<file path="src/rtl/cfgcmd_pkg.sv">
package cfgcmd_pkg;
  localparam int DATA_W = 32;

  typedef enum logic [1:0] {
    CMD_OTHER    = 2'd0,
    CMD_SHUTDOWN = 2'd1,
    CMD_REBOOT   = 2'd2
  } cmd_kind_e;

  localparam logic [DATA_W-1:0] CMD_MASK      = 32'h000C_0000;
  localparam logic [DATA_W-1:0] CODE_SHUTDOWN = 32'hC080_0000;
  localparam logic [DATA_W-1:0] CODE_REBOOT   = 32'hC090_0000;

  function automatic logic [DATA_W-1:0] cmd_strip(input logic [DATA_W-1:0] v);
    return v & ~CMD_MASK;
  endfunction

  function automatic cmd_kind_e cmd_classify(input logic [DATA_W-1:0] v);
    logic [DATA_W-1:0] s;
    s = cmd_strip(v);
    if (s == CODE_SHUTDOWN) return CMD_SHUTDOWN;
    if (s == CODE_REBOOT)   return CMD_REBOOT;
    return CMD_OTHER;
  endfunction

  function automatic logic [1:0] cmd_status(input cmd_kind_e k);
    return (k == CMD_OTHER) ? 2'b11 : 2'b01;
  endfunction
endpackage

</file>
<file path="src/rtl/cfgcmd_decode.sv">
module cfgcmd_decode #(
  parameter int ADDR_W = 12,
  parameter int BOARD_W = 12,
  parameter logic [BOARD_W-1:0] BOARD_ON = 12'h190,
  parameter logic [ADDR_W-1:0] OFS_DATA = 12'h0A0,
  parameter logic [ADDR_W-1:0] OFS_CTRL = 12'h0A4,
  parameter logic [ADDR_W-1:0] OFS_STAT = 12'h0A8
) (
  input  logic [BOARD_W-1:0] board_type,
  input  logic [ADDR_W-1:0]  addr,
  output logic               board_ok,
  output logic [2:0]         sel
);
  localparam int NREG = 3;
  logic [ADDR_W-1:0] ofs [NREG];
  assign ofs[0] = OFS_DATA;
  assign ofs[1] = OFS_CTRL;
  assign ofs[2] = OFS_STAT;

  assign board_ok = (board_type == BOARD_ON);

  for (genvar i = 0; i < NREG; i++) begin : g_sel
    assign sel[i] = board_ok && (addr == ofs[i]);
  end
endmodule

</file>
<file path="src/rtl/cfgcmd_exec.sv">
module cfgcmd_exec
  import cfgcmd_pkg::*;
(
  input  logic              clk,
  input  logic              rst_n,
  input  logic              ctrl_wr_ev,
  input  logic [DATA_W-1:0] wdata,
  output logic              shutdown_req,
  output logic              reboot_req
);
  cmd_kind_e kind;
  assign kind = cmd_classify(wdata);

  always_ff @(posedge clk) begin
    if (!rst_n) begin
      shutdown_req <= 1'b0;
      reboot_req   <= 1'b0;
    end else begin
      shutdown_req <= ctrl_wr_ev && (kind == CMD_SHUTDOWN);
      reboot_req   <= ctrl_wr_ev && (kind == CMD_REBOOT);
    end
  end

  AST_REQ_EXCLUSIVE: assert property (@(posedge clk) disable iff (!rst_n)
    !(shutdown_req && reboot_req));
  AST_SHUT_AFTER_WRITE: assert property (@(posedge clk) disable iff (!rst_n)
    ctrl_wr_ev && (cmd_strip(wdata) == CODE_SHUTDOWN) |=> shutdown_req);
  AST_REQ_NEEDS_WRITE: assert property (@(posedge clk) disable iff (!rst_n)
    (shutdown_req || reboot_req) |-> $past(ctrl_wr_ev));
endmodule

</file>
<file path="src/rtl/cfgcmd_regs.sv">
module cfgcmd_regs
  import cfgcmd_pkg::*;
(
  input  logic              clk,
  input  logic              rst_n,
  input  logic              wr_en,
  input  logic [2:0]        sel,
  input  logic [DATA_W-1:0] wdata,
  output logic              ctrl_wr_ev,
  output logic [DATA_W-1:0] rd_data,
  output logic [DATA_W-1:0] rd_ctrl,
  output logic [1:0]        rd_stat
);
  logic [DATA_W-1:0] data_q, ctrl_q;
  logic [1:0]        stat_q;

  assign ctrl_wr_ev = wr_en && sel[1];

  always_ff @(posedge clk) begin
    if (!rst_n) begin
      data_q <= '0;
      ctrl_q <= '0;
      stat_q <= '0;
    end else if (wr_en) begin
      if (sel[0]) data_q <= wdata;
      if (sel[1]) begin
        ctrl_q <= cmd_strip(wdata);
        stat_q <= cmd_status(cmd_classify(wdata));
      end else if (sel[2]) begin
        stat_q <= wdata[1:0];
      end
    end
  end

  assign rd_data = data_q;
  assign rd_ctrl = ctrl_q;
  assign rd_stat = stat_q;

  AST_CTRL_MASKED: assert property (@(posedge clk) disable iff (!rst_n)
    ctrl_q[19:18] == 2'b00);
  AST_DONE_SET: assert property (@(posedge clk) disable iff (!rst_n)
    ctrl_wr_ev |=> stat_q[0]);
  AST_ERR_ON_UNKNOWN: assert property (@(posedge clk) disable iff (!rst_n)
    ctrl_wr_ev && (cmd_strip(wdata) != CODE_SHUTDOWN) && (cmd_strip(wdata) != CODE_REBOOT)
    |=> stat_q == 2'b11);
endmodule

</file>
<file path="src/rtl/cfgcmd_ctrl.sv">
module cfgcmd_ctrl
  import cfgcmd_pkg::*;
#(
  parameter int ADDR_W = 12,
  parameter int BOARD_W = 12,
  parameter logic [BOARD_W-1:0] BOARD_ON = 12'h190
) (
  input  logic               clk,
  input  logic               rst_n,
  input  logic [BOARD_W-1:0] board_type,
  input  logic               wr_en,
  input  logic [ADDR_W-1:0]  addr,
  input  logic [DATA_W-1:0]  wdata,
  output logic [DATA_W-1:0]  rdata,
  output logic               shutdown_req,
  output logic               reboot_req
);
  logic              board_ok;
  logic [2:0]        sel;
  logic              ctrl_wr_ev;
  logic [DATA_W-1:0] rd_data, rd_ctrl;
  logic [1:0]        rd_stat;

  cfgcmd_decode #(.ADDR_W(ADDR_W), .BOARD_W(BOARD_W), .BOARD_ON(BOARD_ON)) u_dec (
    .board_type(board_type), .addr(addr), .board_ok(board_ok), .sel(sel)
  );

  cfgcmd_regs u_regs (
    .clk(clk), .rst_n(rst_n), .wr_en(wr_en), .sel(sel), .wdata(wdata),
    .ctrl_wr_ev(ctrl_wr_ev), .rd_data(rd_data), .rd_ctrl(rd_ctrl), .rd_stat(rd_stat)
  );

  cfgcmd_exec u_exec (
    .clk(clk), .rst_n(rst_n), .ctrl_wr_ev(ctrl_wr_ev), .wdata(wdata),
    .shutdown_req(shutdown_req), .reboot_req(reboot_req)
  );

  always_comb begin
    unique case (1'b1)
      sel[0]:  rdata = rd_data;
      sel[1]:  rdata = rd_ctrl;
      sel[2]:  rdata = {{(DATA_W-2){1'b0}}, rd_stat};
      default: rdata = '0;
    endcase
  end

  AST_OFF_BOARD_ZERO: assert property (@(posedge clk) disable iff (!rst_n)
    !board_ok |-> rdata == '0);
  AST_OFF_BOARD_NO_REQ: assert property (@(posedge clk) disable iff (!rst_n)
    !board_ok && wr_en |=> !shutdown_req && !reboot_req);
endmodule

</file>
<file path="config.mk">
export PLATFORM = sky130hd
export DESIGN_NAME = cfgcmd_ctrl
export DESIGN_NICKNAME = d
export VERILOG_FILES = /design/src/rtl/cfgcmd_pkg.sv /design/src/rtl/cfgcmd_decode.sv /design/src/rtl/cfgcmd_exec.sv /design/src/rtl/cfgcmd_regs.sv /design/src/rtl/cfgcmd_ctrl.sv
export SDC_FILE = /design/constraint.sdc
export NUM_CORES = 1
export LEC_CHECK = 0
export ABC_CLOCK_PERIOD_IN_PS = 1600
export BUFFER_PORTS_ARGS = -buffer_cell sky130_fd_sc_hd__buf_4
export CAP_MARGIN = 10
export CORE_MARGIN = 1.5
export CORE_UTILIZATION = 47
export DETAILED_ROUTE_END_ITERATION = 16
export PLACE_DENSITY = 0.76
export SETUP_SLACK_MARGIN = 0.1
export SYNTH_ARGS = -nofsm -noshare
export SYNTH_HDL_FRONTEND = slang
export SYNTH_SLANG_ARGS = --single-unit
</file>
<file path="constraint.sdc">
create_clock -name clk -period 1.6 [get_ports clk]
set_clock_uncertainty 0.15 [all_clocks]
set_input_delay 0.16 -clock clk [delete_from_list [all_inputs] [get_ports clk]]
set_output_delay 0.16 -clock clk [all_outputs]
set_load 0.02 [all_outputs]
</file>
=== After elaboration in Yosys (flattened, before gate mapping) ===
Index checks and enable logic that the tools add are counted.

* Register bits: 66
* Output and inout port bits: 34
* Word-level logic and storage cells: 47
* Bits of input ports: 59

* Muxes and demuxes: 23
* Reduce and logical (&&, ||, !) cells: 11
* Equality and inequality tests: 8

{| class="wikitable"
|+ Operator list
! operator !! number
|-
| $pmux 32 s3 || 1
|-
| $eq 30x30->1 const B || 2
|-
| $eq 12x8->1 const B || 3
|-
| $mux 2 || 12
|-
| $eq 12x9->1 const B || 1
|-
| $mux 1 || 10
|-
| $logic_and 1x1->1 || 6
|-
| $reduce_and 2->1 || 3
|-
| $eq 2x1->1 const B || 1
|-
| $eq 2x2->1 const B || 1
|-
| $logic_not 2->1 || 1
|-
| $reduce_bool 2->1 || 1
|}

=== Longest topological paths before layout ===
Gate-level depths: netlist of the first run.

* Depth after elaboration: 17
* Depth in mapped cells: 5
* Depth with buffers taken out: 4

=== Cells and area by module ===
Synthesis of the first run repeated with hierarchy kept, for this count alone.

* Cells, all modules: 365
* Area, all modules: 3071.7 um^2

{| class="wikitable"
|+ Modules (own cells, without submodules)
! module !! area an instance (um^2) !! seq. area each (um^2) !! times used !! cells an instance
|-
| cfgcmd_regs || 2482.4 || 1281.2 || 1 || 294
|-
| cfgcmd_ctrl || 331.6 || 0.0 || 1 || 40
|-
| cfgcmd_exec || 150.1 || 40.0 || 1 || 16
|-
| cfgcmd_decode || 107.6 || 0.0 || 1 || 15
|}

=== Worst setup path after synthesis of the first run ===
Ideal clock, no wire load.

* Path type: in2out
* From: input port board_type[2]
* To: output port rdata[14]
* Setup slack: -383 ps
* Stages: 4
* Path buffers: 1
* Required time: 1290 ps
* Arrival time: 1673 ps
* Cell sequence: or4_1 -> or4_4 -> buf_2 -> nor2_1

* Cells in the longest elaborated chain, start to end: 3
* Elaborated cells between the ends (all ways): 5
* Classes of those cells: eq/ne (1); mux (1); reduce/logical (3)

{| class="wikitable"
|+ RTL lines
! item !! RTL line !! source
|-
| start: declaration || cfgcmd_ctrl.sv:10 || <nowiki>input logic [BOARD_W-1:0] board_type,</nowiki>
|-
| $eq 12x9->1 (*) || cfgcmd_decode.sv:20 || <nowiki>assign board_ok = (board_type == BOARD_ON);</nowiki>
|-
| $logic_and 1x1->1 || cfgcmd_decode.sv:23 || <nowiki>assign sel[i] = board_ok && (addr == ofs[i]);</nowiki>
|-
| $pmux 32 s3 (*) || cfgcmd_ctrl.sv:39 || <nowiki>unique case (1'b1)</nowiki>
|-
| end: declaration || cfgcmd_ctrl.sv:14 || <nowiki>output logic [DATA_W-1:0] rdata,</nowiki>
|}

Every way passes the cells marked *; elsewhere a longest branch is shown, timed or not.

=== Worst setup path after layout of the first run ===
* From: input port addr[11]
* To: output port rdata[18]

* Cells in the longest elaborated chain, start to end: 3
* Elaborated cells between the ends (all ways): 7
* Classes of those cells: eq/ne (3); mux (1); reduce/logical (3)

{| class="wikitable"
|+ RTL lines
! item !! RTL line !! source
|-
| start: declaration || cfgcmd_ctrl.sv:12 || <nowiki>input logic [ADDR_W-1:0] addr,</nowiki>
|-
| $eq 12x8->1 || cfgcmd_decode.sv:23 ||
|-
| $logic_and 1x1->1 || cfgcmd_decode.sv:23 ||
|-
| $pmux 32 s3 (*) || cfgcmd_ctrl.sv:39 ||
|}

Marks and branches as above.

==> results of run 1 <==
==> worst reg2reg max path, stage by stage (launching register included) <==
cell	delay, ns
dfxtp_1	0.34
nor3_1	0.24
a21oi_1	0.08
and4_1	0.22
==> layout by cell type (no fill, tap or decap), types with 2 or more instances in the layout <==
master         count
buf_6             33
nor4_4             4
nor4_1             2
a21oi_1            3
nor2b_1            3
nor2_2             9
nor3b_4            3
clkbuf_8          10
nor3_1             3
clkinv_2           2
nor2_1             4
buf_8              5
buf_16             2
and4bb_2           2
dfxtp_1           66
dlygate4sd3_1     31
or4_4              2
and4_1             2
buf_12             6
mux2i_1           91
nor2_4            22
buf_4             88
nor4b_1            3
nand4_1            3
nand2_1           97
==> routing by layer <==
metal  vias up  part of all wire [%]
li1       1518                     -
met1      1528                    41
met2       112                    51
met3        19                   5.6
met4         0                   2.2
met5         -                     0
==> kinds of logic (layout without fill, tap and decap cells) <==
kind of cell / count (synthesis) / in the layout / synth area share [%]
AND/OR/NAND/NOR: 167 / 167 / 25.4
AO/OA/AOI/OAI: 5 / 5 / 0.964
buffers and inverters: 25 / 180 / 4.28
multiplexers: 93 / 93 / 28.7
flip-flops: 66 / 66 / 40.7
==> state kept, by name (all words and copies together) (netlist names) <==
| signal | flops |
|---|---|
| u_exec.shutdown_req | 1 |
| u_exec.reboot_req | 1 |
| u_regs.rd_stat | 2 |
| u_regs.rd_ctrl | 30 |
| u_regs.rd_data | 32 |
==> power by group <==
group | internal, mW | switching [mW] | total (mW) | leakage, nW
combinational | 0.222 | 0.178 | 0.400 | 1.42
sequential | 1.64 | 0.0000000372 | 1.64 | 0.531
clock | 0.583 | 0.625 | 1.21 | 0.0810
==> metrics by stage <==
step / instances / worst slack [ns] / power (mW)
6_report: 591 / -0.517 / 3.25
5_1_grt: 591 / -0.537 / 3.35
4_1_cts: 588 / -0.508 / 3.20
3_5_place_dp: 531 / -0.537 / 1.99
3_3_place_gp: 531 / -0.526 / 1.98
2_1_floorplan: 356 / -0.326 / 1.80
==> layout make-up <==
cell class | instances | share of cell area (%)
clock buffers | 11 | 2.69
clock inverters | 3 | 0.333
flip-flops and latches | 66 | 25.2
well taps | 80 | 1.91
repair buffers | 166 | 30.6
multi-input cells | 265 | 39.4
==> path summary, 6_finish.rpt <==
check                           slack [ns]  cells past startpoint                              end                       startpoint
worst max-delay path                 -0.52                      7                        rdata[18]                         addr[11]
worst min-delay path                  0.08                      3   u_regs.rd_data[4]$_SDFFE_PN0P_                            rst_n
worst max register to register        0.47                      3   u_regs.rd_stat[0]$_SDFFE_PN0P_   u_regs.rd_stat[0]$_SDFFE_PN0P_
worst min register to register        0.31                      2  u_regs.rd_data[14]$_SDFFE_PN0P_  u_regs.rd_data[14]$_SDFFE_PN0P_
==> what timing repair did <==
item / CTS / global route
hold buffers: 32 / 0
buffers inserted: 9 / 3
gates cloned: 3 / 1
pin swaps: 10 / 10
resized for setup: 39 / 24
endpoints found under the setup margin: 95 / 98
hold endpoints to repair: 60 / 0
==> flow_metrics.py, run 1 <==
metrics = {
    "placement": {
        "portBuffers": 92,
        "dp_hpwl_um": 6140,
        "gp_congestion": 0.760,
        "place_area_mm2": 0.00439,
    },
    "global_route": {
        "grt_max_degree": 37,
        "antenna_found_initial": 0,
        "grt_overflow_total": 0,
        "grt_pass1_vias": 3200,
        "met1_usage_pct": 31.6,
        "track_usage_pct": 25.9,
        "top_usage_layer": "met2",
        "use_met2_pct": 45.3,
        "grt_pass1_wl_um": 15000,
        "grtUsageMet3_pct": 4.23,
    },
    "timing": {
        "period_minus_slack_ns": 2.12,
        "setup_ws_ns": -0.517,
        "fin_setup_tns_ns": -28.80,
        "fin_crit_sh_pct": 132,
        "timing.hold.ws_ns": 0.0767,
        "setup_viol": 95,
        "worst_pin_slew_ns": 0.428,
        "hold_violations": 0,
        "rsz0062_at_grt": "true",
        "slew_violations": 0,
        "max_freq_mhz": 472,
        "relSlewSlack_pct": 71.2,
    },
    "worst_setup_path": {
        "cp_slowest_stage_delay_ns": 0.63,
        "path_max_fanout": 4,
        "worstPathCellList": "buf_6 > nor4_4 > nand3_4 > or4_4 > buf_12 > nor3b_4 > buf_6",
        "cp_slowest_cell": "or4_4",
        "cpMostUsedCell": "buf_6",
        "worst_setup_path_end_kind": "output pin",
        "path_class": "in2out",
        "critPathBufInv": 3,
        "worstPathRequired_ns": 1.29,
        "startpoint_type": "input pin",
        "cp.arrival_ns": 1.81,
        "critical_path.top_delay_family": "simple AND/OR/NAND/NOR gates",
    },
    "min_path": {
        "hp-class": "in2reg",
    },
    "finish": {
        "area_growth_pct": 61.8,
        "drive_gt1_share_pct": 38.4,
        "final_util_pct": 78.2,
        "nets": 567,
        "antenna_cells": 0,
        "fillers": 420,
        "final_cell_area_mm2": 0.00525,
        "multiInputGateArea_mm2": 0.00207,
        "regArea_mm2": 0.00132,
    },
    "clocking": {
        "cts_tree": "yes",
        "cts_sinks": 66,
        "clk_latency_ns": 0.33,
        "htreeDepth": 3,
        "cts_root_buffer": "clkbuf_8",
        "path_clk_slew_ns": 0.07,
        "clockBufferDepth": 2,
        "cts_made_buffers": 9,
    },
    "outcome": {
        "status": "complete, but fails checks",
        "violations": "negative setup slack",
    },
    "drt": {
        "drc_errors": 0,
        "wl_um": 10000,
        "avgRoutedWirePerCell_um": 16.9,
        "vias": 3177,
        "drtIter0Drc": 129,
        "ant_nets": 0,
        "viasPerCell": 5.38,
        "first_pass_iters": 4,
    },
    "logic_synthesis": {
        "synthTopCellsByArea": "dfxtp_1 41%, mux2i_1 29%, nand2_1 11%",
        "synthesis.nets": 415,
        "syn_avg_cell_area_um2": 9.12,
        "synthCells": 356,
        "ys_warn_count": 0,
        "synth_area_mm2": 0.00325,
        "synth_common_cells": "97 x nand2_1, 93 x mux2i_1, 66 x dfxtp_1, 35 x nor2_1, 12 x clkbuf_1",
        "ys_seq_area_share_pct": 40.7,
        "async_flop_share_pct": 0,
        "ys_types": 29,
        "synth_edf_count": 0,
        "synth.largest_area_cell": "dfxtp_1",
        "ys_ff_latch": 66,
        "synth_most_common_cell": "nand2_1",
        "synthFlopType": "dfxtp_1",
        "synth.top_cell.area_share_pct": 40.7,
    },
    "floorplanning": {
        "num_rows": 30,
        "coreArea_mm2": 0.00672,
        "ioPinCount": 93,
        "fp.dieW_um": 86.1,
        "die_h_um": 86.1,
        "initial_core_util_pct": 48.3,
        "die_area_mm2": 0.00741,
    },
    "pwr": {
        "vdd_ir_drop_max_mv": 0.359,
        "cellPowerDensity_mw_per_mm2": 619,
        "leakagePower_nw": 2.03,
    },
    "run": {
        "max_cap_viol_count": 0,
    },
}
(Power assumes the default switching activity.)
==> run 2: changes to the inputs <==
- SETUP_SLACK_MARGIN: 0.1 -> 0.3
==> flow_metrics.py, run 2 (same netlist as run 1, synthesis figures left out) <==
metrics = {
    "outcome": {
        "status": "complete, but fails checks",
        "violations": "negative setup slack",
    },
    "clocking": {
        "htreeDepth": 3,
        "clockBufferDepth": 2,
        "cts_root_buffer": "clkbuf_8",
        "cts_sinks": 66,
        "cts_tree": "yes",
        "path_clk_slew_ns": 0.08,
        "clk_latency_ns": 0.33,
        "cts_made_buffers": 9,
    },
    "finish": {
        "drive_gt1_share_pct": 38.4,
        "regArea_mm2": 0.00132,
        "area_growth_pct": 66.7,
        "multiInputGateArea_mm2": 0.00206,
        "final_cell_area_mm2": 0.00541,
        "mostFrequentLayoutCells": "96 x nand2_1, 92 x mux2i_1, 76 x buf_4, 66 x dfxtp_1, 47 x buf_6",
        "final_common_cell": "nand2_1",
        "fillers": 376,
        "nets": 572,
        "antenna_cells": 0,
        "largest_reg_flops": 32,
    },
    "worst_setup_path": {
        "path_class": "in2out",
        "startpoint_type": "input pin",
        "worstPathRequired_ns": 1.29,
        "path_max_fanout": 5,
        "worst_setup_path_end_kind": "output pin",
        "cp.arrival_ns": 1.84,
    },
    "floorplanning": {
        "die_area_mm2": 0.00741,
        "num_rows": 30,
        "fp.dieW_um": 86.1,
        "coreArea_mm2": 0.00672,
        "ioPinCount": 93,
        "initial_core_util_pct": 48.3,
        "die_h_um": 86.1,
    },
    "placement": {
        "place_area_mm2": 0.00440,
        "pre_cts_ws_ns": -0.542,
        "gp_congestion": 0.762,
        "dp_hpwl_um": 5940,
        "portBuffers": 92,
    },
    "drt": {
        "viasPerCell": 5.35,
        "avgRoutedWirePerCell_um": 17.3,
        "ant_nets": 0,
        "first_pass_iters": 4,
        "drc_errors": 0,
        "vias": 3200,
        "wl_um": 10300,
        "drtIter0Drc": 159,
    },
    "timing": {
        "period_minus_slack_ns": 2.15,
        "slew_violations": 0,
        "relSlewSlack_pct": 68.7,
        "rsz0062_at_grt": "true",
        "hold_violations": 0,
        "worst_pin_slew_ns": 0.463,
        "fin_crit_sh_pct": 134,
        "max_freq_mhz": 465,
        "timing.hold.ws_ns": 0.0572,
        "setup_ws_ns": -0.550,
        "setup_viol": 90,
    },
    "global_route": {
        "grt_overflow_total": 0,
        "grt_pass1_wl_um": 15600,
        "grt_max_degree": 47,
        "track_usage_pct": 27.1,
        "grt_pass1_vias": 3143,
        "antenna_found_initial": 0,
    },
    "pwr": {
        "vdd_ir_drop_max_mv": 0.531,
        "leakagePower_nw": 2.09,
        "cellPowerDensity_mw_per_mm2": 638,
    },
    "min_path": {
        "hp-class": "in2reg",
    },
    "run": {
        "max_cap_viol_count": 0,
    },
}
==> run 2: cell count changes in the layout (fill, tap and decap cells not counted), moves of 3 or more <==
cell / before / now
buf_12: 6 / 9
buf_4: 88 / 76
buf_6: 33 / 47
nor2_2: 9 / 2
nor2_4: 22 / 28
==> run 2: timing repair <==
item,in CTS,in global routing
setup endpoints to repair,95,98
gates resized for setup,54,26
cloned,5,0
hold endpoints to repair,59,0
hold buffers,32,0
pin swaps,9,13
buffers inserted,12,3
==> run 2: worst paths after layout <==
kind | startpoint | end | slack [ns] | cells past startpoint
max | board_type[2] | rdata[18] | -0.55 | 6
min | rst_n | u_regs.rd_ctrl[27]$_SDFFE_PN0P_ | 0.06 | 3
max reg2reg | u_regs.rd_stat[0]$_SDFFE_PN0P_ | u_regs.rd_stat[0]$_SDFFE_PN0P_ | 0.51 | 3
min reg2reg | u_regs.rd_data[6]$_SDFFE_PN0P_ | u_regs.rd_data[6]$_SDFFE_PN0P_ | 0.31 | 2
==> run 2: layer usage <==
layer | global-route usage, % | wire (µm) | up-vias | share of wire, %
met5 | 0 | 0 | - | 0
met4 | 9.09 | 189 | 0 | 1.8
met3 | 4.72 | 491 | 17 | 4.8
met2 | 45.9 | 5350 | 100 | 52
met1 | 34.9 | 4300 | 1546 | 42
li1 | - | - | 1537 | -
==> run 2: critical path, stage by stage <==
cell and delay, ns:
buf_6 0.09, or4_4 0.52, or4_4 0.53, buf_12 0.19
nor3b_4 0.19, buf_6 0.14
==> run 2: area by class of cell <==
cell class                 count  share of cell area, %
clock buffer                  12                   2.68
sequential                    66                   24.4
clock inverter                 4                  0.948
tap                           80                   1.85
timing repair buffer         171                   32.0
multi-input combinational    265                   38.1
==> run 2: report_power, final <==
| group | switching, mW | leakage [nW] | internal (mW) |
|---|---|---|---|
| combinational | 0.174 | 1.46 | 0.227 |
| sequential | 0.0000000389 | 0.531 | 1.64 |
| clock | 0.647 | 0.0966 | 0.764 |
==> run 2: metrics by stage <==
| step | std cells | total power [mW] | setup TNS, ns | utilization [%] |
|---|---|---|---|---|
| 4_1_cts | 595 | 3.42 | -14.45 | 78.8 |
| 5_1_grt | 598 | 3.57 | -20.90 | 80.5 |
| 3_5_place_dp | 530 | 1.98 | -36.28 | 65.4 |
| 2_1_floorplan | 356 | 1.80 | -14.16 | - |
| 6_report | 598 | 3.45 | -18.22 | 80.5 |
| 3_3_place_gp | 530 | 1.98 | -34.36 | 65.4 |
